--- config.mk ---
export PLATFORM = sky130hd
export DESIGN_NAME = au_ptr_interp
export DESIGN_NICKNAME = d
export VERILOG_FILES = /design/src/rtl/ptr_pkg.sv /design/src/rtl/ptr_decode.sv /design/src/rtl/ptr_state_fsm.sv /design/src/rtl/sat_counter.sv /design/src/rtl/au_ptr_interp.sv
export SDC_FILE = /design/constraint.sdc
export NUM_CORES = 1
export LEC_CHECK = 0
export CORE_MARGIN = 1.5
export CORE_UTILIZATION = 35
export CTS_BUF_LIST = sky130_fd_sc_hd__clkbuf_2
export DETAILED_ROUTE_END_ITERATION = 8
export DONT_BUFFER_PORTS = 1
export GPL_ROUTABILITY_DRIVEN = 0
export HOLD_SLACK_MARGIN = 0.08
export SLEW_MARGIN = 20
export SYNTH_ARGS = -nofsm -noshare
export SYNTH_HDL_FRONTEND = slang
export SYNTH_SLANG_ARGS = --single-unit
--- constraint.sdc ---
create_clock -name clk -period 5.95 [get_ports clk]
set_input_delay 0.8925 -clock clk [delete_from_list [all_inputs] [get_ports clk]]
set_output_delay 0.8925 -clock clk [all_outputs]
set_load 0.02 [all_outputs]
--- src/rtl/ptr_pkg.sv ---
package ptr_pkg;
  typedef enum logic [1:0] {
    ST_NORM = 2'd0,
    ST_AIS  = 2'd1,
    ST_LOP  = 2'd2
  } ptr_state_e;
endpackage

--- src/rtl/ptr_decode.sv ---
// Classifies one received pointer word against the current offset.
module ptr_decode #(
  parameter int          PTR_W      = 10,
  parameter int          MAX_OFFSET = 782,
  parameter logic [1:0]  SS_EXPECT  = 2'b10
) (
  input  logic [15:0]      word,
  input  logic [PTR_W-1:0] cur,
  input  logic             ss_check,
  output logic             all_ones,
  output logic             ndf_enable,
  output logic             ndf_normal,
  output logic             ss_ok,
  output logic             in_range,
  output logic             inc_vote,
  output logic             dec_vote
);
  localparam int HALF = PTR_W / 2;
  localparam logic [3:0] NDF_ON  = 4'b1001;
  localparam logic [3:0] NDF_OFF = 4'b0110;

  logic [PTR_W-1:0] diff;
  logic [HALF-1:0]  odd_flip;
  logic [HALF-1:0]  even_flip;

  assign diff = word[PTR_W-1:0] ^ cur;

  for (genvar k = 0; k < HALF; k++) begin : g_split
    assign odd_flip[k]  = diff[2*k+1];
    assign even_flip[k] = diff[2*k];
  end

  always_comb begin
    all_ones   = &word;
    ndf_enable = $countones(word[15:12] ^ NDF_ON)  <= 1;
    ndf_normal = $countones(word[15:12] ^ NDF_OFF) <= 1;
    ss_ok      = !ss_check || (word[11:10] == SS_EXPECT);
    in_range   = int'(word[PTR_W-1:0]) <= MAX_OFFSET;
    inc_vote   = ($countones(odd_flip) > HALF/2)  && ($countones(even_flip) <= HALF/2);
    dec_vote   = ($countones(even_flip) > HALF/2) && ($countones(odd_flip) <= HALF/2);
  end
endmodule

--- src/rtl/ptr_state_fsm.sv ---
// Pointer state machine: offset tracking, alarms and justification pulses.
module ptr_state_fsm
  import ptr_pkg::*;
#(
  parameter int PTR_W         = 10,
  parameter int MAX_OFFSET    = 782,
  parameter int AIS_FRAMES    = 3,
  parameter int LOP_FRAMES    = 8,
  parameter int ACCEPT_FRAMES = 3
) (
  input  logic             clk,
  input  logic             rst_n,
  input  logic             fire,
  input  logic [PTR_W-1:0] rx_value,
  input  logic             all_ones,
  input  logic             ndf_enable,
  input  logic             ndf_normal,
  input  logic             ss_ok,
  input  logic             in_range,
  input  logic             inc_vote,
  input  logic             dec_vote,
  output ptr_state_e       state,
  output logic [PTR_W-1:0] ptr_value,
  output logic             inc_pulse,
  output logic             dec_pulse,
  output logic             ndf_event
);
  localparam int AIS_W = $clog2(AIS_FRAMES + 1);
  localparam int LOP_W = $clog2(LOP_FRAMES + 1);
  localparam int ACC_W = $clog2(ACCEPT_FRAMES + 1);
  localparam logic [PTR_W-1:0] MAX_V = PTR_W'(MAX_OFFSET);

  ptr_state_e       state_q, state_n;
  logic [PTR_W-1:0] value_q, value_n;
  logic [PTR_W-1:0] cand_q, cand_n;
  logic [ACC_W-1:0] cand_cnt_q, cand_cnt_n;
  logic [AIS_W-1:0] ais_cnt_q, ais_cnt_n;
  logic [LOP_W-1:0] inv_cnt_q, inv_cnt_n;
  logic             ndf_q, ndf_n;
  logic             normal_ok, ndf_ok;

  assign normal_ok = ss_ok && ndf_normal;
  assign ndf_ok    = ss_ok && ndf_enable && in_range;

  always_comb begin
    state_n    = state_q;
    value_n    = value_q;
    cand_n     = cand_q;
    cand_cnt_n = cand_cnt_q;
    ais_cnt_n  = ais_cnt_q;
    inv_cnt_n  = inv_cnt_q;
    ndf_n      = 1'b0;
    inc_pulse  = 1'b0;
    dec_pulse  = 1'b0;
    if (fire) begin
      if (all_ones) begin
        inv_cnt_n  = '0;
        cand_cnt_n = '0;
        if (int'(ais_cnt_q) < AIS_FRAMES) ais_cnt_n = ais_cnt_q + 1'b1;
        if (int'(ais_cnt_q) + 1 >= AIS_FRAMES) state_n = ST_AIS;
      end else begin
        ais_cnt_n = '0;
        if (ndf_ok && state_q != ST_LOP) begin
          value_n    = rx_value;
          state_n    = ST_NORM;
          ndf_n      = 1'b1;
          inv_cnt_n  = '0;
          cand_cnt_n = '0;
        end else if (normal_ok && state_q == ST_NORM && rx_value == value_q) begin
          inv_cnt_n  = '0;
          cand_cnt_n = '0;
        end else if (normal_ok && state_q == ST_NORM && inc_vote) begin
          value_n    = (value_q == MAX_V) ? '0 : value_q + 1'b1;
          inc_pulse  = 1'b1;
          inv_cnt_n  = '0;
          cand_cnt_n = '0;
        end else if (normal_ok && state_q == ST_NORM && dec_vote) begin
          value_n    = (value_q == '0) ? MAX_V : value_q - 1'b1;
          dec_pulse  = 1'b1;
          inv_cnt_n  = '0;
          cand_cnt_n = '0;
        end else if (normal_ok && in_range) begin
          if (cand_cnt_q != '0 && rx_value == cand_q) begin
            cand_cnt_n = cand_cnt_q + 1'b1;
          end else begin
            cand_n     = rx_value;
            cand_cnt_n = ACC_W'(1);
          end
          if (int'(cand_cnt_n) >= ACCEPT_FRAMES) begin
            value_n    = rx_value;
            state_n    = ST_NORM;
            inv_cnt_n  = '0;
            cand_cnt_n = '0;
          end else begin
            if (int'(inv_cnt_q) < LOP_FRAMES) inv_cnt_n = inv_cnt_q + 1'b1;
            if (int'(inv_cnt_q) + 1 >= LOP_FRAMES) state_n = ST_LOP;
          end
        end else begin
          cand_cnt_n = '0;
          if (int'(inv_cnt_q) < LOP_FRAMES) inv_cnt_n = inv_cnt_q + 1'b1;
          if (int'(inv_cnt_q) + 1 >= LOP_FRAMES) state_n = ST_LOP;
        end
      end
    end
  end

  always_ff @(posedge clk) begin
    if (!rst_n) begin
      state_q    <= ST_LOP;
      value_q    <= '0;
      cand_q     <= '0;
      cand_cnt_q <= '0;
      ais_cnt_q  <= '0;
      inv_cnt_q  <= '0;
      ndf_q      <= 1'b0;
    end else begin
      state_q    <= state_n;
      value_q    <= value_n;
      cand_q     <= cand_n;
      cand_cnt_q <= cand_cnt_n;
      ais_cnt_q  <= ais_cnt_n;
      inv_cnt_q  <= inv_cnt_n;
      ndf_q      <= ndf_n;
    end
  end

  assign state     = state_q;
  assign ptr_value = value_q;
  assign ndf_event = ndf_q;


  value_range_chk: assert property (@(posedge clk) disable iff (!rst_n)
    value_q <= MAX_V);

  value_hold_chk: assert property (@(posedge clk) disable iff (!rst_n)
    !fire |=> $stable(value_q));

  ndf_src_chk: assert property (@(posedge clk) disable iff (!rst_n)
    ndf_q |-> $past(fire && !all_ones));

  ais_entry_chk: assert property (@(posedge clk) disable iff (!rst_n)
    $rose(state_q == ST_AIS) |-> $past(fire && all_ones));

  lop_entry_chk: assert property (@(posedge clk) disable iff (!rst_n)
    $rose(state_q == ST_LOP) |-> $past(fire && !all_ones));
endmodule

--- src/rtl/sat_counter.sv ---
// Saturating event counter with a synchronous clear that wins over counting.
module sat_counter #(
  parameter int CNT_W = 11
) (
  input  logic             clk,
  input  logic             rst_n,
  input  logic             clr,
  input  logic             inc,
  output logic [CNT_W-1:0] cnt
);
  localparam logic [CNT_W-1:0] TOP = '1;

  logic [CNT_W-1:0] cnt_q;

  always_ff @(posedge clk) begin
    if (!rst_n)                      cnt_q <= '0;
    else if (clr)                    cnt_q <= '0;
    else if (inc && cnt_q != TOP)    cnt_q <= cnt_q + 1'b1;
  end

  assign cnt = cnt_q;


  sat_hold_chk: assert property (@(posedge clk) disable iff (!rst_n)
    (cnt_q == TOP && !clr) |=> cnt_q == TOP);

  clear_wins_chk: assert property (@(posedge clk) disable iff (!rst_n)
    clr |=> cnt_q == '0);

  single_step_chk: assert property (@(posedge clk) disable iff (!rst_n)
    (!clr && cnt_q != TOP) |=> (cnt_q == $past(cnt_q)) || (cnt_q == $past(cnt_q) + 1'b1));
endmodule

--- src/rtl/au_ptr_interp.sv ---
// AU pointer interpreter top level.
module au_ptr_interp
  import ptr_pkg::*;
#(
  parameter int         PTR_W         = 10,
  parameter int         MAX_OFFSET    = 782,
  parameter int         CNT_W         = 11,
  parameter int         AIS_FRAMES    = 3,
  parameter int         LOP_FRAMES    = 8,
  parameter int         ACCEPT_FRAMES = 3,
  parameter logic [1:0] SS_EXPECT     = 2'b10
) (
  input  logic             clk,
  input  logic             rst_n,
  input  logic             ptr_valid,
  output logic             ptr_ready,
  input  logic [7:0]       ptr_h1,
  input  logic [7:0]       ptr_h2,
  input  logic             cfg_ss_check,
  input  logic             cfg_ais_force,
  input  logic             cfg_ais_dis,
  input  logic             cnt_clear,
  output logic [PTR_W-1:0] ptr_value,
  output logic             alarm_ais,
  output logic             alarm_lop,
  output logic             ndf_event,
  output logic [CNT_W-1:0] pos_just_cnt,
  output logic [CNT_W-1:0] neg_just_cnt,
  output logic             ais_insert
);
  localparam int N_CNT = 2;

  logic        ready_q;
  logic        fire;
  logic [15:0] word;
  logic        all_ones, ndf_enable, ndf_normal, ss_ok, in_range, inc_vote, dec_vote;
  logic        inc_pulse, dec_pulse;
  ptr_state_e  state;
  logic [N_CNT-1:0] cnt_inc;
  logic [CNT_W-1:0] cnt_val [N_CNT];

  always_ff @(posedge clk) begin
    if (!rst_n) ready_q <= 1'b0;
    else        ready_q <= 1'b1;
  end

  assign ptr_ready = ready_q;
  assign fire      = ptr_valid && ready_q;
  assign word      = {ptr_h1, ptr_h2};

  ptr_decode #(
    .PTR_W(PTR_W), .MAX_OFFSET(MAX_OFFSET), .SS_EXPECT(SS_EXPECT)
  ) i_decode (
    .word(word), .cur(ptr_value), .ss_check(cfg_ss_check),
    .all_ones(all_ones), .ndf_enable(ndf_enable), .ndf_normal(ndf_normal),
    .ss_ok(ss_ok), .in_range(in_range), .inc_vote(inc_vote), .dec_vote(dec_vote)
  );

  ptr_state_fsm #(
    .PTR_W(PTR_W), .MAX_OFFSET(MAX_OFFSET), .AIS_FRAMES(AIS_FRAMES),
    .LOP_FRAMES(LOP_FRAMES), .ACCEPT_FRAMES(ACCEPT_FRAMES)
  ) i_fsm (
    .clk(clk), .rst_n(rst_n), .fire(fire), .rx_value(word[PTR_W-1:0]),
    .all_ones(all_ones), .ndf_enable(ndf_enable), .ndf_normal(ndf_normal),
    .ss_ok(ss_ok), .in_range(in_range), .inc_vote(inc_vote), .dec_vote(dec_vote),
    .state(state), .ptr_value(ptr_value), .inc_pulse(inc_pulse),
    .dec_pulse(dec_pulse), .ndf_event(ndf_event)
  );

  assign cnt_inc = {dec_pulse, inc_pulse};

  for (genvar j = 0; j < N_CNT; j++) begin : g_just
    sat_counter #(.CNT_W(CNT_W)) i_cnt (
      .clk(clk), .rst_n(rst_n), .clr(cnt_clear), .inc(cnt_inc[j]), .cnt(cnt_val[j])
    );
  end

  assign pos_just_cnt = cnt_val[0];
  assign neg_just_cnt = cnt_val[1];
  assign alarm_ais    = (state == ST_AIS);
  assign alarm_lop    = (state == ST_LOP);
  assign ais_insert   = cfg_ais_force || (!cfg_ais_dis && (alarm_ais || alarm_lop));


  ready_out_chk: assert property (@(posedge clk) disable iff (!rst_n)
    $past(rst_n) |-> ptr_ready);

  inc_no_dec_chk: assert property (@(posedge clk) disable iff (!rst_n)
    !(inc_pulse && dec_pulse));

  force_chk: assert property (@(posedge clk) disable iff (!rst_n)
    cfg_ais_force |-> ais_insert);
endmodule

==> run_results.csv, run 1 <==
group,metric,value,unit
sta,final_max_slew_viol_count,0,
synthesis,netlist_top_cells_area,"dfxtp_1 (27%), ha_1 (8.8%), nand2_1 (5.1%)",
sta,tns,0,ps
sta,hold_viol_final,0,
floorplanning,dieArea,0.0120,mm^2
clock_tree,clkTransAtPathRegs,300,ps
synthesis,synth_edf_count,0,
sta,skew,33.2,ps
sta,fmax,225,MHz
sta,min_period_over_period,74.8,%
status,status,"completed",
global_route,grt_overflow,0,
clock_tree,h-tree-depth,2,
clock_tree,hold_buffers,0,
floorplanning,num_rows,38,
global_route,grt.total_usage,18.4,%
setup_path,cp.arrival,4890,ps
clock_tree,cts_setup_buffers,0,
floorplanning,io_pins,60,
global_route,grt_pass1_wl,17200,um
setup_path,cp-start-kind,"flip-flop",
final_layout,n_fill_cell,1138,
detailed_routing,top_layer,"met4",
clock_tree,cts_resized,0,
synthesis,netlist_area,0.00398,mm^2
detailed_routing,viasPerCell,5.89,
floorplanning,die_y,110,um
power,p_leak,0.00157,uW
power,power-per-cell-area,161,mW/mm^2
final_layout,final_cell_mix,"nand2_1 (54), dfxtp_1 (54), nor2_1 (30)",
placement,dp_hpwl,7920,um
sta,min_period,4450,ps
setup_path,worstSetupEndpointType,"flip-flop",
detailed_routing,num_vias,3535,
setup_path,crit_fanout,10,
synthesis,syn_nets,536,
run,max-cap-violations,0,
final_layout,final_util,37.0,%
detailed_routing,ant_nets,0,
setup_path,worst-endpoint-required,6380,ps
detailed_routing,dr_wl_met2,4750,um
synthesis,yosysSeqAreaShare,27.2,%
sta,setup_slack,1500,ps
floorplanning,core_area,0.0110,mm^2
detailed_routing,met1Wirelength,4620,um
final_layout,drive_gt1_share,6.54,%
synthesis,synth_area_per_cell,8.28,um^2
sta,maxSlewHeadroom,36.3,%
clock_tree,cts_tree,"built",
sta,setup_viol,0,
clock_tree,numCtsBuffers,5,
synthesis,synthFlopType,"dfxtp_1",
global_route,grt_pass1_vias,3379,
detailed_routing,drt_first_pass_iters,7,
sta,tightest_slew,953,ps
synthesis,synth_top_area_share,27.2,%
synthesis,synth_cells,481,
floorplanning,die_w,110,um
placement,port_buffers,0,
clock_tree,clockBufferDepth,2,
global_route,antenna_found_initial,1,
synthesis,synth.distinct_cells,73,
floorplanning,start_util,36.2,%
global_route,grt_max_degree,29,
sta,rsz0062_at_grt,"false",
clock_tree,clk_latency,510,ps
min_path,hold_path_class,"input pin to flip-flop",
power,p_total,656,uW
placement,dp_slack,1320,ps
detailed_routing,drc,0,
setup_path,path_class,"flip-flop to flip-flop",
detailed_routing,first_iter_violations,272,
clock_tree,cts_sinks,54,
sta,whs,362,ps
final_layout,area_growth,2.20,%
detailed_routing,totalWireLength,10500,um
synthesis,synth_top_area_cell,"dfxtp_1",
synthesis,synth-seq-cells,54,
detailed_routing,dr_wl_met3,1020,um
final_layout,fin_nets,514,
setup_path,r2r_slack,1500,ps
power,vdd_drop_max,0.117,mV
synthesis,yosys_warnings,0,
clock_tree,cts_root_buffer,"clkbuf_2",
detailed_routing,wl_per_cell,17.6,um
synthesis,postSynth.asyncResetShare,0,%
[cells in the mapped netlist, drive strengths merged (5+ instances only)]
cell and n:
a211oi 7, a21oi 27, a221oi 5, a31oi 7, and3 6, buf 16, clkbuf 14, dfxtp 54
ha 28, inv 29, mux2i 14, nand2 54, nand3 14, nand4 6, nor2 30, nor3 16
nor4 11, o21ai 15, o31ai 5, or2 8, or3 13, or4 6, xnor2 5, xor2 22
[where the power goes]
part	internal [uW]	switching, uW
clock	67.3	126
sequential	367	3.23
combinational	35.2	56.9
[worst paths after layout]
path	depth (start not counted)	end	start
setup / recovery	12	i_fsm.cand_q[1]	i_fsm.ptr_value[5]
hold / removal	0	ptr_ready	rst_n
setup reg to reg	12	i_fsm.cand_q[1]	i_fsm.ptr_value[5]
hold reg to reg	2	i_fsm.cand_q[9]	i_fsm.cand_q[9]
[registers in the layout, summed over array words and instances, names as in the netlist]
signal and cells:
g_just.i_cnt.cnt 22, i_fsm.ais_cnt_q 2, i_fsm.cand_cnt_q 2, i_fsm.cand_q 10
i_fsm.inv_cnt_q 4, i_fsm.ndf_event 1, i_fsm.ptr_value 10, i_fsm.state 2
ptr_ready 1
[metal layers]
layer	global-route usage, %	vias up
li1	-	1717
met1	23.9	1678
met2	29.8	129
met3	5.10	11
met4	5.19	0
met5	0	-
[per-stage QoR]
stage	cell area (um^2)	cells
global route	4070	600
floorplan	3980	481
finish	4070	600
global placement	4010	592
CTS	4070	599
detailed placement	4010	592
[worst max-delay path, cell delays in order (launching register included)]
cell and delay, ps:
dfxtp_1 750, xor2_1 180, ha_1 320, inv_1 50
fa_1 400, inv_1 70, fa_1 400, nor2b_1 160
o211a_1 340, o21a_1 250, or3_1 460, nor3_2 740
mux2i_1 270
[layout make-up]
class / count / area, um^2 / share of cell area [%]
multi-input cells: 368 / 2640 / 64.8
flip-flops and latches: 54 / 1080 / 26.6
well taps: 140 / 175 / 4.31
inverters: 29 / 109 / 2.68
clock inverters: 2 / 33.8 / 0.830
clock buffers: 5 / 25.0 / 0.615
repair buffers: 1 / 7.51 / 0.185
diodes: 1 / 2.50 / 0.0615
[cells by family after synthesis]
family,after synthesis,synth area share (%)
compound gates,114,21.7
xor+xnor,27,5.94
flops,54,27.2
mux,14,3.52
simple gates,181,24.2
fa+ha+maj,32,10.8
buf+inv,59,6.66
Power figures use the tool's default switching activity.
==> run 2, diff against run 1 <==
Clock period 5.95 ns to 3.6 ns, I/O delays scaled along.
==> run 2 against run 1 <==
Against the previous run: clock skew shrank 13 ps; total power grew 57%; highest routed layer unchanged; largest power group unchanged; fmax grew 29%; sequential power grew 65%; largest cell class unchanged.
==> run_results.csv, run 2 (same netlist as run 1, synthesis figures left out) <==
group,metric,value,unit
clock_tree,clkTransAtPathRegs,270,ps
power,p_leak,0.00171,uW
min_path,holdCritStartpoint,"rst_n",
sta,tns,0,ps
sta,final_max_slew_viol_count,0,
sta,maxSlewHeadroom,49.8,%
clock_tree,numCtsBuffers,5,
detailed_routing,viasPerCell,5.79,
clock_tree,clk_latency,450,ps
final_layout,layout.cells.non_filler,627,
detailed_routing,first_iter_violations,175,
setup_path,r2r_slack,160,ps
setup_path,reg2regPathDepth,13,
setup_path,cp-start-kind,"flip-flop",
status,status,"completed",
detailed_routing,drc,0,
setup_path,r2r-end,"i_fsm.cand_q[5]",
sta,fmax,291,MHz
final_layout,final_cell_mix,"nand2_1 (54), dfxtp_1 (52), nor2_1 (30)",
detailed_routing,drt_first_pass_iters,4,
placement,dp_hpwl,8320,um
global_route,grt_max_degree,29,
sta,skew,20.6,ps
sta,whs,160,ps
final_layout,area_growth,8.36,%
setup_path,r2r_start,"i_fsm.ptr_value[7]",
detailed_routing,wl_per_cell,17.2,um
detailed_routing,ant_nets,0,
power,p_total,1030,uW
clock_tree,h-tree-depth,2,
run,max-cap-violations,0,
global_route,grt_pass1_vias,3537,
floorplanning,start_util,36.2,%
power,power-per-cell-area,238,mW/mm^2
floorplanning,core_area,0.0110,mm^2
setup_path,worstSetupEndpointType,"flip-flop",
detailed_routing,totalWireLength,10800,um
final_layout,drive_gt1_share,13.1,%
clock_tree,cts_root_buffer,"clkbuf_2",
detailed_routing,num_vias,3630,
sta,rsz0062_at_grt,"false",
global_route,grt_pass1_wl,17600,um
final_layout,final_common_cell,"nand2_1",
final_layout,largest_register_ffs,22,
power,vdd_drop_max,0.123,mV
final_layout,fin_nets,542,
final_layout,final_util,39.3,%
min_path,worstHoldEndpoint,"i_fsm.state[1]",
setup_path,cp.arrival,3830,ps
clock_tree,cts_setup_buffers,0,
floorplanning,io_pins,60,
placement,placedCellCount,619,
placement,port_buffers,0,
sta,min_period,3440,ps
floorplanning,dieArea,0.0120,mm^2
clock_tree,clockBufferDepth,2,
sta,hold_viol_final,0,
global_route,grt_overflow,0,
setup_path,worst-endpoint-required,3990,ps
global_route,antenna_found_initial,0,
floorplanning,die_w,110,um
sta,setup_viol,0,
clock_tree,cts_tree,"built",
floorplanning,num_rows,38,
min_path,hold_path_class,"input pin to flip-flop",
sta,min_period_over_period,95.5,%
min_path,hold-path-cell-count,1,
clock_tree,cts_sinks,54,
floorplanning,die_y,110,um
global_route,grt.total_usage,18.7,%
setup_path,crit_fanout,9,
setup_path,path_class,"flip-flop to flip-flop",
final_layout,n_antenna_cell,0,
sta,tightest_slew,753,ps
setup_path,cp-startpoint,"i_fsm.ptr_value[7]",
## run 2: changes by cell type in the layout (fill, tap and decap cells not counted), sizes merged
cell,previous run,this run
diode,1,0
buf,1,28
clkinv,1,2
dlygate4sd3,0,1
bufinv,1,0
## run 2: worst max-delay path, cell delays in order, from the launching register on
cell and delay, ps:
dfxtp_1 410, xor2_2 200, ha_1 290, inv_1 50
fa_2 330, inv_2 60, fa_1 400, nor2b_4 150
o211a_1 250, o21a_1 200, or3_1 440, nor3_4 250
buf_12 170, mux2i_1 180
## run 2: power by group
part | total, uW | switching [uW] | leakage, uW | internal, uW
registers | 611 | 5.25 | 0.000437 | 606
clock network | 238 | 196 | 0.0000286 | 42.2
logic | 180 | 101 | 0.00124 | 78.5
total | 1030 | 302 | 0.00171 | 726
## run 2: worst max path at each step
stage | end | depth (start not counted)
finish | i_fsm.cand_q[5] | 13
global route | g_just[0].i_cnt.cnt[9] | 13
CTS | i_fsm.cand_q[5] | 13
detailed placement | g_just[0].i_cnt.cnt[6] | 13
global placement | g_just[1].i_cnt.cnt[6] | 12
floorplan | i_fsm.cand_q[0] | 16
## run 2: what timing repair did
action                                  CTS  global route
endpoints found under the setup margin    0            13
hold endpoints to repair                  1             0
hold buffers                              1             0
resized for setup                         0             4
## run 2: stage by stage
| stage | instance area, um^2 | setup WS (ps) |
|---|---|---|
| after detailed placement | 4250 | -23.3 |
| after global placement | 4250 | 30.4 |
| after CTS | 4300 | 135 |
| final | 4310 | 162 |
| after floorplan | 4060 | -82.1 |
| after global routing | 4310 | 4.19 |
## run 2: area by class of cell
| type | count | area, um^2 |
|---|---|---|
| inverter | 29 | 109 |
| clock buffer | 5 | 25.0 |
| fill | 1118 | 6670 |
| sequential | 54 | 1080 |
| clock inverter | 2 | 10.0 |
| timing repair buffer | 29 | 236 |
| tap | 140 | 175 |
| multi-input combinational | 368 | 2680 |
## run 2: per-layer routing
| metal | GRT usage, % | wire length (um) | vias to the layer above |
|---|---|---|---|
| met3 | 4.03 | 734 | 23 |
| met2 | 30.5 | 5040 | 117 |
| met4 | 7.79 | 308 | 0 |
| met5 | 0 | 0 | - |
| met1 | 23.8 | 4710 | 1731 |
| li1 | - | - | 1759 |
